### src/rtl/bicount_pkg.sv
package bicount_pkg;
    localparam int CNT_W  = 16;
    localparam int BYTE_W = 8;
    localparam int ADDR_W = 2;
    localparam int CS_W   = 3;

    localparam logic [ADDR_W-1:0] A_LO   = 2'd0;
    localparam logic [ADDR_W-1:0] A_HI   = 2'd1;
    localparam logic [ADDR_W-1:0] A_STAT = 2'd2;
    localparam logic [ADDR_W-1:0] A_CTRL = 2'd3;

    typedef enum logic {
        MODE_WRAP = 1'b0,
        MODE_UPDN = 1'b1
    } mode_e;

    typedef struct packed {
        logic [CNT_W-1:0]  cnt;
        logic [BYTE_W-1:0] temp;
        logic              dir_dn;
        logic              ovf;
        logic [CS_W-1:0]   cs;
        mode_e             mode;
    } cnt_state_t;
endpackage

### src/rtl/bicount_ext_edge.sv
module bicount_ext_edge #(
    parameter int SYNC_STAGES = 2
) (
    input  logic clk,
    input  logic rst_n,
    input  logic ext_in,
    output logic rise,
    output logic fall
);
    typedef struct packed {
        logic [SYNC_STAGES-1:0] sh;
        logic                   prev;
    } edge_st_t;

    edge_st_t st_d, st_q;
    logic     synced;

    assign synced = st_q.sh[SYNC_STAGES-1];

    always_comb begin
        st_d      = st_q;
        st_d.sh   = {st_q.sh[SYNC_STAGES-2:0], ext_in};
        st_d.prev = synced;
    end

    always_ff @(posedge clk) begin
        if (!rst_n) st_q <= '0;
        else        st_q <= st_d;
    end

    assign rise = synced & ~st_q.prev;
    assign fall = ~synced & st_q.prev;
endmodule

### src/rtl/bicount_tick_sel.sv
module bicount_tick_sel
    import bicount_pkg::*;
#(
    parameter int SH_A = 3,
    parameter int SH_B = 6,
    parameter int SH_C = 8,
    parameter int SH_D = 10
) (
    input  logic            clk,
    input  logic            rst_n,
    input  logic [CS_W-1:0] cs,
    input  logic            ext_rise,
    input  logic            ext_fall,
    output logic            tick
);
    localparam int PRE_W = SH_D;
    localparam logic [PRE_W-1:0] M_A = PRE_W'((1 << SH_A) - 1);
    localparam logic [PRE_W-1:0] M_B = PRE_W'((1 << SH_B) - 1);
    localparam logic [PRE_W-1:0] M_C = PRE_W'((1 << SH_C) - 1);
    localparam logic [PRE_W-1:0] M_D = PRE_W'((1 << SH_D) - 1);

    logic [PRE_W-1:0] pre_d, pre_q;
    logic [3:0]       tap;

    always_comb begin
        pre_d  = pre_q + PRE_W'(1);
        tap[0] = (pre_q & M_A) == M_A;
        tap[1] = (pre_q & M_B) == M_B;
        tap[2] = (pre_q & M_C) == M_C;
        tap[3] = (pre_q & M_D) == M_D;
        case (cs)
            3'd1:    tick = 1'b1;
            3'd2:    tick = tap[0];
            3'd3:    tick = tap[1];
            3'd4:    tick = tap[2];
            3'd5:    tick = tap[3];
            3'd6:    tick = ext_fall;
            3'd7:    tick = ext_rise;
            default: tick = 1'b0;
        endcase
    end

    always_ff @(posedge clk) begin
        if (!rst_n) pre_q <= '0;
        else        pre_q <= pre_d;
    end
endmodule

### src/rtl/bicount16.sv
module bicount16
    import bicount_pkg::*;
#(
    parameter int SYNC_STAGES = 2
) (
    input  logic              clk,
    input  logic              rst_n,
    input  logic [ADDR_W-1:0] addr,
    input  logic              wr_en,
    input  logic              rd_en,
    input  logic [BYTE_W-1:0] wdata,
    output logic [BYTE_W-1:0] rdata,
    input  logic [CNT_W-1:0]  top_lim,
    input  logic              retrig,
    input  logic              ext_in,
    output logic              at_top,
    output logic              at_bottom,
    output logic              ovf_flag
);
    cnt_state_t st_d, st_q;
    logic set_ovf;
    logic ext_rise, ext_fall, tick_w;
    logic [CNT_W-1:0]  cnt_w;
    logic [BYTE_W-1:0] temp_w;
    logic [CS_W-1:0]   cs_w;

    assign cnt_w  = st_q.cnt;
    assign temp_w = st_q.temp;
    assign cs_w   = st_q.cs;

    bicount_ext_edge #(.SYNC_STAGES(SYNC_STAGES)) edge_i (
        .clk    (clk),
        .rst_n  (rst_n),
        .ext_in (ext_in),
        .rise   (ext_rise),
        .fall   (ext_fall)
    );

    bicount_tick_sel tsel_i (
        .clk      (clk),
        .rst_n    (rst_n),
        .cs       (cs_w),
        .ext_rise (ext_rise),
        .ext_fall (ext_fall),
        .tick     (tick_w)
    );

    always_comb begin
        st_d    = st_q;
        set_ovf = 1'b0;

        // counting: retrigger first, then a qualified tick
        if (retrig) begin
            if (st_q.mode == MODE_WRAP) begin
                st_d.cnt = '0;
                set_ovf  = 1'b1;
            end else begin
                st_d.dir_dn = 1'b1;
            end
        end else if (tick_w) begin
            if (st_q.mode == MODE_WRAP) begin
                if (st_q.cnt == top_lim) begin
                    st_d.cnt = '0;
                    set_ovf  = 1'b1;
                end else begin
                    st_d.cnt = st_q.cnt + CNT_W'(1);
                end
            end else if (!st_q.dir_dn) begin
                if (st_q.cnt == top_lim) begin
                    st_d.dir_dn = 1'b1;
                    st_d.cnt    = (st_q.cnt == '0) ? '0 : st_q.cnt - CNT_W'(1);
                end else begin
                    st_d.cnt = st_q.cnt + CNT_W'(1);
                end
            end else begin
                if (st_q.cnt == '0) begin
                    st_d.dir_dn = 1'b0;
                    st_d.cnt    = (top_lim == '0) ? '0 : CNT_W'(1);
                    set_ovf     = 1'b1;
                end else begin
                    st_d.cnt = st_q.cnt - CNT_W'(1);
                end
            end
        end

        // flag: write-one clear, a set in the same cycle wins
        if (wr_en && addr == A_STAT && wdata[0]) st_d.ovf = 1'b0;
        if (set_ovf) st_d.ovf = 1'b1;

        // low-byte read latches the high byte
        if (rd_en && !wr_en && addr == A_LO) st_d.temp = st_q.cnt[CNT_W-1:BYTE_W];

        // bus writes override all counting
        if (wr_en) begin
            case (addr)
                A_LO: begin
                    st_d.cnt    = {st_q.temp, wdata};
                    st_d.dir_dn = 1'b0;
                end
                A_HI:   st_d.temp = wdata;
                A_CTRL: begin
                    st_d.cs   = wdata[CS_W-1:0];
                    st_d.mode = mode_e'(wdata[CS_W]);
                end
                default: ;
            endcase
        end
    end

    always_ff @(posedge clk) begin
        if (!rst_n) st_q <= '0;
        else        st_q <= st_d;
    end

    always_comb begin
        case (addr)
            A_LO:    rdata = cnt_w[BYTE_W-1:0];
            A_HI:    rdata = temp_w;
            A_STAT:  rdata = {{(BYTE_W-1){1'b0}}, st_q.ovf};
            default: rdata = {{(BYTE_W-CS_W-1){1'b0}}, st_q.mode, cs_w};
        endcase
    end

    assign at_top    = (cnt_w == top_lim);
    assign at_bottom = (cnt_w == '0);
    assign ovf_flag  = st_q.ovf;
endmodule

### config.mk
export PLATFORM = sky130hd
export DESIGN_NAME = bicount16
export DESIGN_NICKNAME = d
export VERILOG_FILES = /design/src/rtl/bicount_pkg.sv /design/src/rtl/bicount_ext_edge.sv /design/src/rtl/bicount_tick_sel.sv /design/src/rtl/bicount16.sv
export SDC_FILE = /design/constraint.sdc
export NUM_CORES = 1
export LEC_CHECK = 0
export BUFFER_PORTS_ARGS = -buffer_cell sky130_fd_sc_hd__buf_4
export CAP_MARGIN = 0
export CORE_MARGIN = 2
export CORE_UTILIZATION = 55
export CTS_BUF_LIST = sky130_fd_sc_hd__clkbuf_8 sky130_fd_sc_hd__clkbuf_16
export DETAILED_ROUTE_END_ITERATION = 10
export GPL_ROUTABILITY_DRIVEN = 0
export PLACE_DENSITY = 0.77
export SYNTH_ARGS = -nofsm -noshare
export SYNTH_HDL_FRONTEND = slang
export SYNTH_SLANG_ARGS = --single-unit
### constraint.sdc
create_clock -name clk -period 3.3 [get_ports clk]
set_clock_uncertainty 0.05 [all_clocks]
set_input_delay 0.165 -clock clk [delete_from_list [all_inputs] [get_ports clk]]
set_output_delay 0.165 -clock clk [all_outputs]
set_load 0.005 [all_outputs]
==> out/metrics.yaml, run 1 <==
run_status:
  status: "finished, final reports clean"
placement:
  placed_cell_area_sq_um: 3591
  dpl.hpwl_mm: 7.656
  dp_cells: 514
  port_buffers: 42
finish:
  final_common_cell: "buf_4"
  drive_gt1_frac: 0.1844
  nets: 485
  area_delta_synth_final_pct: 14.36
  final_cell_mix: "59 x buf_4, 43 x dfxtp_1, 37 x nor2_1, 37 x nand2_1, 22 x o21ai_0"
  final_cells: 522
  fillers: 483
  n_antenna_cell: 0
  stdcell_area_sq_um: 3676
timing:
  timing.fmax_mhz: 337.9
  grt_setup_unrepaired: "false"
  hold_viol: 0
  slew_viol_final: 0
  relSlewSlack: 0.2879
  worst_slew_pin_slew_ns: 1.053
  setup-violations-final: 0
  period_share: 0.8969
  setup_tns_ns: 0
  fin_crit_ns: 2.960
clock_tree:
  cts_hold_buffers: 0
  root_buffer: "clkbuf_8"
  cts_made_buffers: 5
  cts_resized: 0
  clk_pin_slew_worst_paths_ns: 0.09
  cts_buffer_depth: 2
  worst_skew_pair.late_latency_ns: 0.31
  htree_levels: 2
  cts_sinks: 43
  cts_setup_buffers: 0
  cts_tree: "yes"
grt:
  antenna_found_initial: 0
  grt_pass1_vias: 3271
  grt_start_max_net_pins: 26
  grt_usage: 0.3360
  gr-total-overflow: 0
  grt_pass1_wl_mm: 16.36
power_and_ir_drop:
  powerDensity_nw_per_um2: 319.9
  p_leak_nw: 1.471
  irDropWorstVdd_mv: 0.2475
logic_synthesis:
  syn-instance-count: 417
  synthArstFlopShare: 0
  yosys_warnings: 0
  syn_nets: 453
  synth_cell_types: 70
  seq_area_frac_synth: 0.2678
  synth_edf_count: 0
  synth_seq_cells: 43
  syn_area_sq_um: 3214
  syn_area_per_cell_sq_um: 7.708
  ys.flop_type: "dfxtp_1"
route:
  via_per_inst: 6.950
  drtPass1Iterations: 8
  drc: 0
  num_vias: 3628
  first_iter_violations: 369
  ant_nets: 0
  wl_per_cell_um: 20.47
  wl_mm: 10.69
worst_setup_path:
  cp-start-kind: "register"
  critPathSlowestCell: "a211oi_2"
  crit_path_end_kind: "register"
  cp_slowest_stage_delay_ns: 0.79
  crit_required_ns: 3.48
  worstPathArrival_ns: 3.14
  critPathMaxFanout: 12
  cp_top_family: "compound AO/OA/AOI/OAI gates"
  worst-path-buf-inv: 1
  worstSetupPathType: "register to register"
  path_cells: "inv_1 -> ha_1 -> nor3b_1 -> nand3b_1 -> nor4_4 -> a211oi_2 -> o21ai_0 -> a41o_1 -> a211oi_1"
floorplan:
  coreArea_sq_um: 5574
  die_h_um: 80.45
  die_area_sq_um: 6471
  rows: 27
  io_pins: 43
  start_util: 0.5767
  die_x_um: 80.45
job:
  drv_cap: 0
worst_hold_path:
  hp-class: "primary input to register"
per-stage QoR:
step / utilization / hold WS [ns] / worst slack, ns / total power, mW
3_5_place_dp: 0.6442 / 0.3426 / 0.4620 / 0.8347
5_1_grt: 0.6595 / 0.02293 / 0.1920 / 1.224
6_report: 0.6595 / 0.02214 / 0.3401 / 1.176
4_1_cts: 0.6595 / 0.02400 / 0.4468 / 1.173
3_3_place_gp: 0.6442 / 0.3404 / 0.5531 / 0.8318
2_1_floorplan: - / 0.2423 / 0.7530 / 0.7307
Yosys cell counts, types with 6 or more instances:
cell | count | area (sq um)
a21oi_1 | 18 | 90.09
a311oi_1 | 6 | 52.55
a31oi_1 | 13 | 81.33
and2_1 | 10 | 62.56
and3_1 | 6 | 37.54
clkbuf_1 | 23 | 86.33
dfxtp_1 | 43 | 860.8
inv_1 | 9 | 33.78
mux2i_1 | 9 | 90.09
nand2_1 | 37 | 138.9
nand3_1 | 20 | 100.1
nor2_1 | 37 | 138.9
nor3_1 | 18 | 90.09
nor4_1 | 9 | 56.30
o211ai_1 | 6 | 45.04
o21ai_0 | 22 | 110.1
xor2_1 | 20 | 175.2
cell families after synthesis:
| logic type | share of synthesized area |
|---|---|
| muxes | 0.04554 |
| buffers and inverters | 0.05916 |
| and+or+nand+nor | 0.2807 |
| xor gates and xnor gates | 0.06267 |
| AOI/OAI and AO/OA | 0.2686 |
| DFF | 0.2678 |
| adders and majority gates | 0.01557 |
worst paths after layout:
check	depth (start not counted)	start	end	slack [ns]
max	9	cnt_w[0]	cnt_w[11]	0.34
min	2	ext_in	edge_i.st_d[2]	0.02
max reg2reg	9	cnt_w[0]	cnt_w[11]	0.34
min reg2reg	1	edge_i.st_d[2]	edge_i.st_d[0]	0.39
sequential cells by signal, summed over array words and instances (netlist names):
name / count
temp_w: 8
st_q: 2
cnt_w: 16
ovf_flag: 1
cs_w: 3
edge_i.st_d: 2
tsel_i.pre_q: 10
edge_i.st_q: 1
layout make-up:
type | instances | area, sq um | area share
repair buffers | 59 | 442.9 | 0.1205
inverters | 9 | 33.78 | 0.009190
well taps | 72 | 90.09 | 0.02451
clock buffers | 5 | 68.82 | 0.01872
multi-input cells | 331 | 2163 | 0.5885
flip-flops and latches | 43 | 860.8 | 0.2342
clock inverters | 3 | 16.27 | 0.004425
per-layer routing:
metal  vias to the layer above  wire (um)  track usage
li1                       1633          -            -
met1                      1672       4189       0.4304
met2                       260       4750       0.5117
met3                        63       1141      0.06404
met4                         0        605       0.2203
met5                         -          0            0
report_power, final:
group          internal [mW]  switching [mW]
Combinational          0.117           0.155
Clock                  0.145           0.198
Sequential             0.537          0.0235
Total                  0.799           0.377
(Power assumes the default switching activity.)
==> run 2: changes to the inputs <==
==> constraint.sdc (replaced) <==
create_clock -name clk -period 3.3 [get_ports clk]
set_clock_uncertainty 0.05 [all_clocks]
set_input_delay 0.33 -clock clk [delete_from_list [all_inputs] [get_ports clk]]
set_output_delay 0.33 -clock clk [all_outputs]
set_load 0.005 [all_outputs]
==> out/metrics.yaml, run 2 (synthesized netlist as in run 1, its figures left out) <==
run_status:
  status: "finished, final reports clean"
job:
  drv_cap: 0  # unchanged
floorplan:
  die_area_sq_um: 6471  # unchanged
  die_h_um: 80.45  # unchanged
  rows: 27  # unchanged
  die_x_um: 80.45  # unchanged
  coreArea_sq_um: 5574  # unchanged
  io_pins: 43  # unchanged
  start_util: 0.5767  # unchanged
route:
  first_iter_violations: 560  # +52%
  drc: 0  # unchanged
  dr_wl_met2_mm: 4.785  # +0.74%
  drtPass1Iterations: 6  # -2
  wl_met1_mm: 4.224  # +0.84%
  wl_mm: 10.65  # -0.37%
  via_per_inst: 6.940  # -0.14%
  dr_wl_met3_mm: 1.089  # -4.6%
  num_vias: 3609  # -0.52%
  wl_per_cell_um: 20.47  # about the same
  ant_nets: 0  # unchanged
  highest_layer: "met4"
power_and_ir_drop:
  p_switching_mw: 0.3661  # -2.8%
  p_clk_frac: 0.314  # +0.022
  p_int_mw: 0.8408  # +5.2%
  irDropWorstVdd_mv: 0.2323  # -6.1%
  powerDensity_nw_per_um2: 328.0  # +2.5%
  power_frac_comb: 0.219  # -0.012
  swShare: 0.3033  # -0.01689
  p_leak_nw: 1.467  # -0.26%
  seqPwrFrac: 0.467  # -0.009
grt:
  gr-total-overflow: 0  # unchanged
  grt_start_max_net_pins: 26  # unchanged
  grt_usage: 0.3354  # -0.0006321
  antenna_found_initial: 0  # unchanged
  grt_pass1_vias: 3319  # +1.5%
  grt_pass1_wl_mm: 16.71  # +2.2%
finish:
  final_common_cell: "buf_4"
  n_antenna_cell: 0  # unchanged
  drive_gt1_frac: 0.1830  # -0.001409
  nets: 483  # -0.41%
  final_cells: 520  # -0.38%
  fillers: 477  # -1.2%
  area_delta_synth_final_pct: 14.48
  final_cell_mix: "57 x buf_4, 43 x dfxtp_1, 37 x nor2_1, 37 x nand2_1, 22 x o21ai_0"
  largest_reg_flops: 16  # unchanged
worst_setup_path:
  r2r_start: "cnt_w[0]"
  critPathMaxFanout: 9  # -3
  path_cells: "inv_1 -> ha_1 -> nor3b_1 -> nand3b_1 -> nor4_4 -> a211oi_2 -> o21ai_0 -> a41o_1 -> a211oi_1"
  crit_end: "cnt_w[11]"
  setup.worst_path.start: "cnt_w[0]"
  rrSetupSlack_ns: 0.31  # -0.03 ns
  reg2reg_to: "cnt_w[11]"
  cp-start-kind: "register"
  crit_path_end_kind: "register"
  critPathSlowestCell: "a211oi_2"
  worstSetupPathType: "register to register"
  worstPathArrival_ns: 3.16  # +0.02 ns
  crit_required_ns: 3.46  # -0.02 ns
  r2r_cells: 9  # unchanged
  cp_slowest_stage_delay_ns: 0.62  # -0.17 ns
clock_tree:
  cts_buffer_depth: 2  # unchanged
  root_buffer: "clkbuf_8"
  cts_tree: "yes"
  cts_hold_buffers: 0  # unchanged
  cts_sinks: 43  # unchanged
  cts_made_buffers: 5  # unchanged
  htree_levels: 2  # unchanged
  worst_skew_pair.late_latency_ns: 0.30  # about the same
  cts_resized: 0  # unchanged
  cts_setup_buffers: 0  # unchanged
  clk_pin_slew_worst_paths_ns: 0.09  # about the same
timing:
  setup_tns_ns: 0  # unchanged
  period_share: 0.9072  # +0.01027
  timing.final.ws_setup_ns: 0.3062  # -0.03390 ns
  setup-violations-final: 0  # unchanged
  hold_viol: 0  # unchanged
  slew_viol_final: 0  # unchanged
  worst_slew_pin_slew_ns: 1.144  # +0.09091 ns
  holdWs_ns: 0.2050  # +0.1829 ns
  relSlewSlack: 0.2265  # -0.06146
  timing.fmax_mhz: 334.0  # -1.1%
  grt_setup_unrepaired: "false"
  fin_crit_ns: 2.994  # +0.03390 ns
worst_hold_path:
  hp-class: "primary input to register"
placement:
  dpl.hpwl_mm: 7.609  # -0.62%
  preCtsSetupSlack_ns: 0.4506  # -0.01141 ns
  dp_cells: 512  # -0.39%
  port_buffers: 42  # unchanged
==> run 2: routing by layer <==
layer  up-vias  track usage
met5         -            0
met4         0       0.1763
met3        69      0.05618
met2       230       0.5208
met1      1670       0.4434
li1       1640            -
==> run 2: layout make-up <==
cell class	count	area, sq um	area share
clock inverter	1	7.507	0.002040
multi-input combinational	331	2163	0.5879
sequential	43	860.8	0.2339
timing repair buffer	57	427.9	0.1163
clock buffer	7	96.34	0.02618
tap	72	90.09	0.02448
inverter	9	33.78	0.009181
==> run 2: worst min-delay path by stage <==
stage                   start             end  slack (ns)  cells past startpoint
2_1_floorplan  edge_i.st_d[2]  edge_i.st_d[0]        0.36                      1
3_3_place_gp   edge_i.st_d[2]  edge_i.st_d[0]        0.37                      1
3_5_place_dp   edge_i.st_d[2]  edge_i.st_d[0]        0.37                      1
4_1_cts                ext_in  edge_i.st_d[2]        0.21                      2
5_1_grt                ext_in  edge_i.st_d[2]        0.20                      2
6_report               ext_in  edge_i.st_d[2]        0.21                      2
==> run 2: per-stage QoR <==
step	cell area, sq um	util	power [mW]
3_3_place_gp	3576	0.6415	0.8265
2_1_floorplan	3214	-	0.7307
5_1_grt	3680	0.6602	1.259
6_report	3680	0.6602	1.207
3_5_place_dp	3576	0.6415	0.8293
4_1_cts	3680	0.6602	1.200
==> run 2: critical path, delay by kind of cell, from the launching register on <==
kind | cells | cell delay (ns)
compound gates | 4 | 1.32
fa+ha+maj | 1 | 0.23
buf+inv | 1 | 0.11
flops | 1 | 0.54
simple gates | 3 | 0.65
==> run 2: power by group through the flow <==
stage                     clock network (mW)  registers [mW]  logic (mW)
after detailed placement                   0           0.574       0.256
after global placement                     0           0.573       0.253
final                                  0.379           0.563       0.265
after floorplan                            0           0.559       0.172
after CTS                              0.380           0.561       0.258
after global routing                   0.407           0.565       0.286
==> run 3: changes to the inputs <==
CORE_ASPECT_RATIO = 1.1   (was unset)
MAX_ROUTING_LAYER = met4   (was unset)
==> out/metrics.yaml, run 3 (synthesized netlist as in run 1, its figures left out) <==
floorplan:
  die_h_um: 84.18  # +4.6%
  coreArea_sq_um: 5697  # +2.2%
  die_area_sq_um: 6473  # about the same
  start_util: 0.5642  # -0.01241
  rows: 29  # +7.4%
  io_pins: 43  # unchanged
  die_x_um: 76.89  # -4.4%
finish:
  area_delta_synth_final_pct: 14.09
  drive_gt1_frac: 0.1808  # -0.002232
  fin_util: 0.6438  # -0.01641
  final_cell_mix: "57 x buf_4, 43 x dfxtp_1, 37 x nor2_1, 37 x nand2_1, 22 x o21ai_0"
  nets: 483  # unchanged
  n_antenna_cell: 0  # unchanged
  largest_reg_flops: 16  # unchanged
  final_common_cell: "buf_4"
  fillers: 508  # +6.5%
clock_tree:
  worst_skew_pair.late_latency_ns: 0.31  # about the same
  cts_resized: 0  # unchanged
  cts_sinks: 43  # unchanged
  htree_levels: 2  # unchanged
  root_buffer: "clkbuf_8"
  cts_tree: "yes"
  cts_buffer_depth: 2  # unchanged
  clk_pin_slew_worst_paths_ns: 0.09  # about the same
  cts_setup_buffers: 0  # unchanged
  cts_made_buffers: 5  # unchanged
  cts_hold_buffers: 0  # unchanged
timing:
  fin_crit_ns: 2.948  # -0.04537 ns
  grt_setup_unrepaired: "false"
  holdWs_ns: 0.1871  # -0.01788 ns
  timing.fmax_mhz: 339.2  # +1.5%
  slew_viol_final: 0  # unchanged
  hold_viol: 0  # unchanged
  relSlewSlack: 0.3119  # +0.08543
  period_share: 0.8935  # -0.01375
  setup-violations-final: 0  # unchanged
  setup_tns_ns: 0  # unchanged
  worst_slew_pin_slew_ns: 1.018  # -0.1264 ns
worst_setup_path:
  setup.worst_path.start: "cnt_w[0]"
  r2r_cells: 9  # unchanged
  rrSetupSlack_ns: 0.35  # +0.05 ns
  crit_path_end_kind: "register"
  r2r_start: "cnt_w[0]"
  worstSetupPathType: "register to register"
  reg2reg_to: "cnt_w[11]"
  worstPathArrival_ns: 3.12  # -0.04 ns
  cp-start-kind: "register"
  critPathMaxFanout: 9  # unchanged
  crit_required_ns: 3.47  # about the same
  crit_end: "cnt_w[11]"
route:
  drtPass1Iterations: 5  # -1
  first_iter_violations: 456  # -19%
  drc: 0  # unchanged
  ant_nets: 0  # unchanged
  num_vias: 3581  # -0.78%
  via_per_inst: 6.821  # -1.7%
  wl_mm: 10.76  # +1.0%
  wl_per_cell_um: 20.49  # about the same
power_and_ir_drop:
  p_leak_nw: 1.462  # -0.35%
  irDropWorstVdd_mv: 0.2119  # -8.8%
  powerDensity_nw_per_um2: 318.1  # -3.0%
placement:
  port_buffers: 42  # unchanged
  dpl.hpwl_mm: 7.729  # +1.6%
job:
  drv_cap: 0  # unchanged
grt:
  grt_start_max_net_pins: 26  # unchanged
  grt_pass1_vias: 3297  # -0.66%
  antenna_found_initial: 0  # unchanged
  grt_usage: 0.3433  # +0.007941
  gr-total-overflow: 0  # unchanged
  grt_pass1_wl_mm: 16.86  # +0.91%
run_status:
  status: "finished, final reports clean"
worst_hold_path:
  hp-class: "primary input to register"
run 3: cell types whose count changed in the layout (fill, tap and decap cells not counted), sizes merged:
cell    delta
clkbuf     -2
clkinv     +1
inv        +1
run 3: final cells by class:
cell class              instances  area, sq um  area share
multi-input cells             331         2163      0.5899
flip-flops and latches         43        860.8      0.2347
repair buffers                 57        427.9      0.1167
well taps                      77        96.34     0.02627
clock buffers                   5        68.82     0.01876
inverters                       9        33.78    0.009212
clock inverters                 3        16.27    0.004435
run 3: report_power, final:
part	switching [mW]	leakage (nW)	internal [mW]	total, mW
logic	0.152	1.07	0.114	0.266
clock network	0.194	0.0453	0.145	0.339
registers	0.0247	0.350	0.537	0.561
run 3: per-stage QoR:
| step | power (mW) | setup slack, ns | area [sq um] | instances |
|---|---|---|---|---|
| 2_1_floorplan | 0.7307 | 0.7530 | 3214 | 417 |
| 3_3_place_gp | 0.8276 | 0.5511 | 3582 | 517 |
| 3_5_place_dp | 0.8290 | 0.4857 | 3582 | 517 |
| 4_1_cts | 1.158 | 0.4680 | 3667 | 525 |
| 5_1_grt | 1.212 | 0.1354 | 3667 | 525 |
| 6_report | 1.167 | 0.3516 | 3667 | 525 |
run 3: routing by layer:
layer  up-vias  routed length (um)  part of all wire  GRT usage
li1       1634                   -                 -          -
met1      1638                3985              0.37     0.4070
met2       250                5096              0.47     0.5542
met3        59                1131              0.11    0.06452
met4         0                 543             0.050     0.1785
met5         -                   0                 0          -
run 3: worst min path at each step:
stage                         start               to  slack (ns)  depth (start not counted)
detailed placement  tsel_i.pre_q[0]  tsel_i.pre_q[0]        0.40                          1
finish                       ext_in   edge_i.st_d[2]        0.19                          2
floorplan            edge_i.st_d[2]   edge_i.st_d[0]        0.36                          1
CTS                          ext_in   edge_i.st_d[2]        0.18                          2
global route                 ext_in   edge_i.st_d[2]        0.18                          2
global placement    tsel_i.pre_q[0]  tsel_i.pre_q[0]        0.38                          1
run 3: worst max-delay path: stages, from the launching register on:
cell and delay [ns]:
dfxtp_1 0.52, inv_1 0.10, ha_1 0.24, nor3b_1 0.18, nand3b_1 0.37, nor4_4 0.10
a211oi_2 0.61, o21ai_0 0.19, a41o_1 0.27, a211oi_1 0.25
